**src/rtl/piso_pkg.sv**
```systemverilog
package piso_pkg;
  typedef enum logic [1:0] {
    ACT_HOLD  = 2'd0,
    ACT_LOAD  = 2'd1,
    ACT_SHIFT = 2'd2
  } act_e;
endpackage

```
**src/rtl/piso_rst_sync.sv**
```systemverilog
module piso_rst_sync #(
  parameter int STAGES = 2
) (
  input  logic clk,
  input  logic rst_n_in,
  output logic rst_n_out
);
  logic [STAGES-1:0] chain_q;
  logic [STAGES-1:0] chain_d;

  always_comb begin
    chain_d = {chain_q[STAGES-2:0], 1'b1};
  end

  always_ff @(posedge clk or negedge rst_n_in) begin
    if (!rst_n_in) chain_q <= '0;
    else           chain_q <= chain_d;
  end

  assign rst_n_out = chain_q[STAGES-1];
endmodule

```
**src/rtl/piso_edge_det.sv**
```systemverilog
module piso_edge_det #(
  parameter int SYNC_STAGES = 2
) (
  input  logic clk,
  input  logic arst_n,
  input  logic ld_n,
  input  logic sclk,
  input  logic inh,
  output logic shift_en
);
  localparam int NIN = 2;

  logic [NIN-1:0]                  pin_w;
  logic [NIN-1:0][SYNC_STAGES-1:0] sync_q;
  logic [NIN-1:0][SYNC_STAGES-1:0] sync_d;
  logic [NIN-1:0]                  synced_w;
  logic                            comb_now;
  logic                            prev_q;
  logic                            prev_d;

  assign pin_w = {inh, sclk};

  always_comb begin
    for (int i = 0; i < NIN; i++) begin
      sync_d[i]   = {sync_q[i][SYNC_STAGES-2:0], pin_w[i]};
      synced_w[i] = sync_q[i][SYNC_STAGES-1];
    end
  end

  assign comb_now = |synced_w;
  // During load the previous level is forced high, so a fresh rise is needed afterwards.
  assign prev_d   = ld_n ? comb_now : 1'b1;

  always_ff @(posedge clk or negedge arst_n) begin
    if (!arst_n) begin
      sync_q <= '0;
      prev_q <= 1'b1;
    end else begin
      sync_q <= sync_d;
      prev_q <= prev_d;
    end
  end

  assign shift_en = ld_n & comb_now & ~prev_q;

  AST_ONE_SHIFT_PER_RISE: assert property (@(posedge clk) disable iff (!arst_n)
    shift_en |=> !shift_en);
  AST_NO_SHIFT_ON_RELEASE: assert property (@(posedge clk) disable iff (!arst_n)
    (ld_n && !$past(ld_n)) |-> !shift_en);
endmodule

```
**src/rtl/piso_core.sv**
```systemverilog
module piso_core
  import piso_pkg::*;
#(
  parameter int WIDTH = 8
) (
  input  logic             clk,
  input  logic             arst_n,
  input  act_e             act,
  input  logic             ser,
  input  logic [WIDTH-1:0] par,
  output logic [WIDTH-1:0] stages
);
  logic [WIDTH-1:0] stages_q;
  logic [WIDTH-1:0] stages_d;
  logic             stages_en;

  always_comb begin
    stages_en = 1'b0;
    stages_d  = stages_q;
    unique case (act)
      ACT_LOAD: begin
        stages_en = 1'b1;
        stages_d  = par;
      end
      ACT_SHIFT: begin
        stages_en = 1'b1;
        stages_d  = {stages_q[WIDTH-2:0], ser};
      end
      default: begin
        stages_en = 1'b0;
        stages_d  = stages_q;
      end
    endcase
  end

  always_ff @(posedge clk or negedge arst_n) begin
    if (!arst_n)        stages_q <= '0;
    else if (stages_en) stages_q <= stages_d;
  end

  assign stages = stages_q;

  AST_LOAD_CAPTURE: assert property (@(posedge clk) disable iff (!arst_n)
    (act == ACT_LOAD) |=> (stages_q == $past(par)));
  AST_SHIFT_STEP: assert property (@(posedge clk) disable iff (!arst_n)
    (act == ACT_SHIFT) |=> (stages_q == {$past(stages_q[WIDTH-2:0]), $past(ser)}));
  AST_HOLD_STABLE: assert property (@(posedge clk) disable iff (!arst_n)
    (act == ACT_HOLD) |=> $stable(stages_q));
endmodule

```
**src/rtl/piso_shreg.sv**
```systemverilog
module piso_shreg
  import piso_pkg::*;
#(
  parameter int WIDTH       = 8,
  parameter int SYNC_STAGES = 2,
  parameter int RST_STAGES  = 2
) (
  input  logic             clk,
  input  logic             rst_n,
  input  logic             ld_n,
  input  logic             sclk,
  input  logic             inh,
  input  logic             ser,
  input  logic [WIDTH-1:0] par,
  output logic             qs,
  output logic             qs_n
);
  localparam int LAST = WIDTH - 1;

  logic             arst_n;
  logic             shift_en;
  act_e             act;
  logic [WIDTH-1:0] stages;

  piso_rst_sync #(.STAGES(RST_STAGES)) u_rst (
    .clk(clk), .rst_n_in(rst_n), .rst_n_out(arst_n)
  );

  piso_edge_det #(.SYNC_STAGES(SYNC_STAGES)) u_edge (
    .clk(clk), .arst_n(arst_n), .ld_n(ld_n), .sclk(sclk), .inh(inh),
    .shift_en(shift_en)
  );

  always_comb begin
    if (!ld_n)         act = ACT_LOAD;
    else if (shift_en) act = ACT_SHIFT;
    else               act = ACT_HOLD;
  end

  piso_core #(.WIDTH(WIDTH)) u_core (
    .clk(clk), .arst_n(arst_n), .act(act), .ser(ser), .par(par),
    .stages(stages)
  );

  assign qs   = stages[LAST];
  assign qs_n = ~stages[LAST];

  AST_LOAD_OVERRIDES: assert property (@(posedge clk) disable iff (!arst_n)
    !ld_n |=> (qs == $past(par[LAST])));
  AST_RESET_CLEARS: assert property (@(posedge clk)
    !rst_n |-> (qs == 1'b0));
endmodule

```
**config.mk**
```make
export PLATFORM = sky130hd
export DESIGN_NAME = piso_shreg
export DESIGN_NICKNAME = d
export VERILOG_FILES = /design/src/rtl/piso_pkg.sv /design/src/rtl/piso_rst_sync.sv /design/src/rtl/piso_edge_det.sv /design/src/rtl/piso_core.sv /design/src/rtl/piso_shreg.sv
export SDC_FILE = /design/constraint.sdc
export NUM_CORES = 1
export LEC_CHECK = 0
export ABC_AREA = 1
export BUFFER_PORTS_ARGS = -buffer_cell sky130_fd_sc_hd__buf_2
export CORE_MARGIN = 5
export CORE_UTILIZATION = 45
export CTS_CLUSTER_SIZE = 40
export DETAILED_ROUTE_END_ITERATION = 10
export GPL_ROUTABILITY_DRIVEN = 0
export PLACE_DENSITY = 0.7
export SYNTH_ARGS = -nofsm -noshare
export SYNTH_HDL_FRONTEND = slang
export SYNTH_SLANG_ARGS = --single-unit
```
**constraint.sdc**
```tcl
create_clock -name clk -period 1.35 [get_ports clk]
set_clock_uncertainty 0.1 [all_clocks]
set_input_delay 0.27 -clock clk [delete_from_list [all_inputs] [get_ports clk]]
set_output_delay 0.27 -clock clk [all_outputs]
set_load 0.05 [all_outputs]
```
After elaboration in Yosys (flattened, before gate mapping)

Index checks and enable logic that the tools add are counted.

Add/subtract/negate cells: 0
Multipliers: 0
Div/mod/pow operators: 0
Magnitude comparators: 0
Eq/ne operators: 2
Shifts and indexed selects: 0
Muxes and demuxes: 5
Bitwise gates (word level): 4
Reduce and logical (&&, ||, !) cells: 4

Operators by type and width:

| operator           | count |
|---|---|
| $pmux 8 s2         | 1 |
| $mux 2             | 2 |
| $reduce_or 2->1    | 2 |
| $and 1x1->1        | 2 |
| $eq 2x1->1 const B | 1 |
| $eq 2x2->1 const B | 1 |
| $mux 1             | 2 |
| $not 1->1          | 2 |
| $reduce_and 2->1   | 1 |
| $reduce_bool 2->1  | 1 |

Bits in registers: 15
Latch bits: 0
RAM bits: 0
Memory bits (read-only): 0
Input port bits: 14
Output and inout bits: 2
Logic and storage cells: 20
Memories: 0

Depth between registers and ports, before layout

Gate-level depths: netlist of the first run.

Word-level depth: 9
Gate-level depth with buffers: 6
Depth with buffers taken out: 5

Modules after synthesis

Synthesis of the first run repeated with hierarchy kept, for this count alone.

Cells, all modules: 87
Area total of the unflattened synthesis: 673.1 um2

By module, submodules not included:

| module        | times used | cells each | area an instance (um2) | sequential area each (um2) |
|---|---|---|---|---|
| piso_core     | 1          | 70         | 456.7                  | 200.2 |
| piso_edge_det | 1          | 10         | 147.6                  | 126.4 |
| piso_rst_sync | 1          | 3          | 53.8                   | 50.0 |
| piso_shreg    | 1          | 4          | 15.0                   | 0.0 |

Worst setup path after synthesis of the first run

Ideal clock, no wire load.

Path type: register to output
From: reg u_core.stages_q[7], in the netlist u_core.stages[7]
To: out qs_n
Arrival: 0.982 ns
Path slack: -0.002 ns
Stages on the path, launching flop included: 2
Buffers on the path: 0
Cells stage by stage: dfrtp_1 -> inv_1

Cells in the longest elaborated chain, start to end: 1

Ends and longest elaborated chain:

| element                  | RTL line         | text |
|---|---|---|
| start: declaration       | piso_core.sv:13  | `logic [WIDTH-1:0] stages_q;` |
| start signal: assignment | piso_core.sv:38  | `else if (stages_en) stages_q <= stages_d;` |
| $not 1->1                | piso_shreg.sv:46 | `assign qs_n = ~stages[LAST];` |
| end: declaration         | piso_shreg.sv:16 | `output logic qs_n` |

No other way between the ends.

Final worst setup path of the first run

Same ends and word-level chain as after synthesis.

==> metrics.md, run 1 <==
| Metric | Value |
|---|---|
| Status | complete, no violations |
| Layout Nets | 95 |
| Antenna violations before repair | 0 |
| Commonest cells after routing, fill and taps aside | nand3_1, buf_2, dfrtp_1 |
| Mapped Area | a little over 600 um2 |
| Core area | roughly 0.0013 mm2 |
| Die ar. | about 0.0022 mm2 |
| Post-Syn Nets | 71 |
| Die Y | around 47 um |
| DRC | 0 |
| Overall power after layout | 0.888 mW |
| GRT Residual Overflow | 0 |
| Leakage | about 0.39 nW |
| Starting DRC count in detailed routing | 11 |
| Worst R2R Setup Slack | around 0.27 ns |
| Total iterations of the first detailed-routing run | 4 |
| Crit path DAT | ~0.93 ns |
| Die W | 46.8 um |
| First-pass GRT wire length | between 1.5 and 2 mm |
| Clock slew at reported path FFs | 0.09 ns |
| Cell count after synthesis | 57 |
| Final hold violations | 0 |
| Req. time, crit path | between 0.9 and 1 ns |
| Layout cells sized above 1 | 0.350 |
| Port Buffers | 15 |
| Peak supply drop | roughly 0.00064 V |
| Drt total wl | about 1.2 mm |
| Via density per instance | roughly 5 |
| Startpoint types | register |
| Vias in the first global route | ~460 |
| Worst Reg2Reg Path Length in Cells | 4 |
| Final instance area | 774 um2 |
| CTS tree | built |
| # IOs | 16 |
| Vias post-DR | 475 |
| Maximum buffer depth of the clock tree | 2 |
| Worst r2r src | u_edge.prev_q |
| Most common cell after layout, fill and taps aside | nand3_1 |
| HP Class | input pin to register |
| Area grow syn2layout | 27.1% |
| Crit path from | u_core.stages[7] |
| WS Path Type | register to output pin |
| Row cnt | 13 |
| Fin. max-slew vios | 0 |
| Htree depth | 1 |
| Largest net degree at the start of global routing | 14 |
| Fin crit share | 0.962 |
| HP Start | par[7] |
| Final Setup Violations | 0 |
| Synth Register Bits | 15 |
| Clk_lat worst skew | 0.29 ns |
| Setup tns final | 0 ns |
| YS warnings | 0 |
| Hold EP | u_core.stages[7] |
| Seq/Total Area, Yosys | 0.618 |
| Max cap viols | 0 |
| Area after DPL | 701 um2 |
| CTS Buf Count | 3 |
| Unrepaired setup endpoints after global routing | no |
| Worst r2r dst | u_core.stages[2] |
| Crit end category | output pin |
| Syn_area_per_cell | about 11 um2 |
| Starting Density | 0.474 |
| Final core utilization | 0.603 |
| HPWL after DPL | 827 um |
| Antenna fix cells | 0 |
| PD cells | about 1100 mW/mm2 |
| Worst hold slack | approximately 0.085 ns |
| CP max FO | 3 |
| CTS sink count | 15 |
| Number of routed nets with antenna violations | 0 |
| Wire per inst | ~12 um |
| Count of cell types in the netlist | 12 |
| Crit path time final | 1.30 ns |
| Root buffer selected by CTS | clkbuf_4 |
| WHS Path Cells | 3 |
| Fmax | a little under 0.8 GHz |
| GRT Total Usage | 0.141 |
[where the power goes]
part	switching [mW]	internal, mW	leakage [nW]	total, mW
combinational	0.0701	0.0549	0.200	0.125
clock	0.143	0.110	0.0177	0.253
sequential	0.0247	0.485	0.176	0.509
total	0.238	0.650	0.394	0.888
[Yosys cell counts]
cell     instances  area, um2
inv_1            3       11.3
nand2_2          1       6.26
buf_6            1       11.3
nor2_8           1       20.0
inv_6            1       8.76
dfrtp_1         14        350
nand3_1         24        120
nand2_1          8       30.0
conb_1           1       3.75
nand2_4          1       11.3
dfstp_2          1       26.3
nand3_2          1       10.0
[cell families (layout without fill, tap and decap cells)]
kind of cell           after synthesis  count (layout)  synth area share
buffers and inverters                5              28            0.0513
other                                1               1           0.00615
AND/OR/NAND/NOR                     36              36             0.324
flip-flops                          15              15             0.618
[flip-flops by register name, indices dropped and copies added (netlist names)]
| name | flops |
|---|---|
| u_core.stages | 8 |
| u_edge.prev_q | 1 |
| u_edge.sync_d | 2 |
| u_edge.sync_q | 2 |
| u_rst.chain_q | 2 |
[per-layer routing]
metal / GRT usage / vias to the layer above / part of all wire
met5: 0 / - / 0
met4: 0.133 / 0 / 0.025
met3: 0.0613 / 3 / 0.074
met2: 0.195 / 19 / 0.48
met1: 0.159 / 216 / 0.42
li1: - / 237 / -
[what timing repair did]
item,CTS,global route
endpoints found under the setup margin,1,2
resized for setup,2,1
hold buffers,3,0
buffers inserted,0,1
endpoints found under the hold margin,4,0
[worst max-delay path by stage]
stage,to,slack (ns),cells after the start
5_1_grt,qs_n,0.005,2
3_5_place_dp,u_core.stages[6],0.26,6
4_1_cts,qs,0.01,1
2_1_floorplan,qs_n,0.12,1
3_3_place_gp,u_core.stages[0],0.28,6
6_report,qs_n,0.05,2
[through the flow]
step	worst slack (ns)	cells
final	0.0518	95
after detailed placement	0.255	87
after floorplan	0.119	57
after CTS	0.0125	94
after global placement	0.278	87
after global routing	0.00457	95
[worst max-delay path, cell delays in order, from the launching register on]
cell and delay [ns]:
dfrtp_2 0.42, inv_1 0.07, buf_6 0.15
[area by class of cell]
class | instances | area (um2)
inverters | 4 | 20.0
repair buffers | 20 | 129
clock inverters | 1 | 5.00
flip-flops and latches | 15 | 378
clock buffers | 3 | 22.5
well taps | 15 | 18.8
fillers | 116 | 510
multi-input cells | 37 | 201
(Power assumes the default switching activity.)
==> inputs of run 2 (changes only) <==
Settings changed: CELL_PAD_IN_SITES_DETAIL_PLACEMENT set to 1, CELL_PAD_IN_SITES_GLOBAL_PLACEMENT set to 1, CORE_UTILIZATION 45 to 40, PLACE_DENSITY 0.7 to unset, PLACE_DENSITY_LB_ADDON set to 0.1.
==> run 2 against run 1 <==
Against the previous run: wire length increased by 4.7%; hold slack improved by 0.014 ns; combinational power down 5%; sequential cell count is the same; cell area decreased by 1.3%; via count is 1.1% lower; clock power about the same; sequential power barely moved; core utilization decreased by 8.3 points; fmax is 0.17% lower.
==> metrics.md, run 2 (synthesis gave the netlist of run 1 again) <==
| Metric | Value |
|---|---|
| Status | complete, no violations |
| WS Path Type | register to output pin |
| HPWL after DPL | 913 um (+10%) |
| Htree depth | 1 (unchanged) |
| Layout Nets | 94 (-1.1%) |
| CTS Buf Count | 3 (unchanged) |
| Unrepaired setup endpoints after global routing | no |
| Vias post-DR | 470 (-1.1%) |
| CTS tree | built |
| Maximum buffer depth of the clock tree | 2 (unchanged) |
| Worst r2r dst | u_core.stages[1] |
| GRT Residual Overflow | 0 (unchanged) |
| Crit path max-delay family | flip-flops |
| Drt total wl | 1.21 mm (+4.7%) |
| Number of flip-flops in the largest register | 8 (unchanged) |
| Largest net degree at the start of global routing | 14 (unchanged) |
| Port Buffers | 15 (unchanged) |
| Via density per instance | 4.95 (-1.1%) |
| Starting DRC count in detailed routing | 3 (-8) |
| Most common cell after layout, fill and taps aside | nand3_1 |
| Antenna violations before repair | 0 (unchanged) |
| Clock slew at reported path FFs | 0.09 ns (about the same) |
| Crit end category | output pin |
| Max incr delay on CP | 0.38 ns (-0.04 ns) |
| Die ar. | 0.00240 mm2 (+9.8%) |
| Worst-margin pin slew | ~0.5 ns |
| CP bufs+invs | 1 (-1) |
| Critical-path cell list | buf_2 |
| PD cells | 1160 mW/mm2 (+0.98%) |
| Rel. slew slack | 0.659 |
| Wire per inst | 12.7 um (+4.7%) |
| Setup tns final | 0 ns (unchanged) |
| Crit path time final | 1.30 ns (+0.00221 ns) |
| Leakage | 0.386 nW (-2.0%) |
| Area after DPL | 702 um2 (+0.18%) |
| Fmax | 0.769 GHz (-0.17%) |
| Peak supply drop | 0.000632 V (-1.5%) |
| Row cnt | 14 (+1) |
| Fin crit share | 0.963 (+0.00164) |
| Fillers | 182 (+57%) |
| Die W | 49.0 um (+4.8%) |
| # IOs | 16 (unchanged) |
| Total iterations of the first detailed-routing run | 4 (unchanged) |
| Number of routed nets with antenna violations | 0 (unchanged) |
| CP max stage cell | dfrtp_2 |
| Crit path DAT | 0.93 ns (about the same) |
| Req. time, crit path | 0.98 ns (about the same) |
| Max cap viols | 0 (unchanged) |
| Starting Density | 0.414 (-0.0601) |
| Layout cells sized above 1 | 0.329 (-0.0209) |
| Die Y | 49.0 um (+4.8%) |
| Commonest cells after routing, fill and taps aside | nand3_1, buf_2, dfrtp_1 |
| Core area | 0.00147 mm2 (+15%) |
| Worst hold slack | 0.0990 ns (+0.0143 ns) |
| Root buffer selected by CTS | clkbuf_4 |
| Final hold violations | 0 (unchanged) |
| Clk_lat worst skew | 0.28 ns (about the same) |
| Area grow syn2layout | 25.5% |
| Vias in the first global route | 449 (-2.2%) |
| Worst R2R Setup Slack | 0.28 ns (about the same) |
| Final instance area | 764 um2 (-1.3%) |
| Fin. max-slew vios | 0 (unchanged) |
| Startpoint types | register |
| Worst r2r src | u_edge.prev_q |
| GRT Total Usage | 0.113 (-0.0276) |
| First-pass GRT wire length | 2.11 mm (+7.4%) |
| Final Setup Violations | 0 (unchanged) |
| DRC | 0 (unchanged) |
| CTS sink count | 15 (unchanged) |
| Antenna fix cells | 0 (unchanged) |
| Worst Reg2Reg Path Length in Cells | 4 (unchanged) |
| CP max FO | 3 (unchanged) |
| HP Class | register to async pin |
run 2: cell count changes in the layout (fill, tap and decap cells not counted):
| cell | previous run | this run |
|---|---|---|
| clkbuf_1 | 0 | 1 |
| buf_4 | 2 | 1 |
| buf_2 | 13 | 14 |
| clkinv_2 | 1 | 0 |
| clkbuf_4 | 4 | 3 |
run 2: area by class of cell:
cell class	instances	area (um2)	area share
Timing Repair Buffer	19	119	0.155
Clock buffer	4	26.3	0.0344
Multi-Input combinational cell	37	201	0.264
Inverter	4	20.0	0.0262
Tap cell	16	20.0	0.0262
Sequential cell	15	378	0.494
run 2: power breakdown:
part / total (mW) / switching [mW] / internal [mW]
Sequential: 0.510 / 0.0251 / 0.485
Clock: 0.256 / 0.142 / 0.115
Combinational: 0.119 / 0.0688 / 0.0499
run 2: layer usage:
| metal | global-route usage | routed length (um) |
|---|---|---|
| met1 | 0.141 | 559 |
| met2 | 0.176 | 577 |
| met3 | 0.0336 | 49 |
| met4 | 0.0538 | 23 |
| met5 | 0 | 0 |
run 2: worst max path at each step:
stage                                 from          endpoint  slack (ns)  cells past startpoint
final                     u_core.stages[7]                qs        0.05                      1
after global routing      u_core.stages[7]                qs      0.0009                      1
after CTS                 u_core.stages[7]              qs_n        0.02                      2
after detailed placement              ld_n  u_core.stages[4]        0.24                      6
after global placement                ld_n  u_core.stages[2]        0.27                      6
after floorplan           u_core.stages[7]              qs_n        0.12                      1
run 2: through the flow:
| step | power, mW | setup slack [ns] | utilization | std cells |
|---|---|---|---|---|
| after floorplan | 0.588 | 0.119 | - | 57 |
| after global placement | 0.626 | 0.268 | 0.477 | 88 |
| after detailed placement | 0.629 | 0.237 | 0.477 | 88 |
| after CTS | 0.896 | 0.0170 | 0.517 | 95 |
| after global routing | 0.935 | 0.000938 | 0.520 | 95 |
| final | 0.885 | 0.0496 | 0.520 | 95 |
run 2: what timing repair did:
| item | 4_1_cts | 5_1_grt |
|---|---|---|
| endpoints found under the setup margin | 1 | 1 |
| endpoints found under the hold margin | 4 | 0 |
| gates resized for setup | 1 | 1 |
| buffers inserted | 0 | 0 |
| pin swaps | 0 | 0 |
| hold buffers | 3 | 0 |
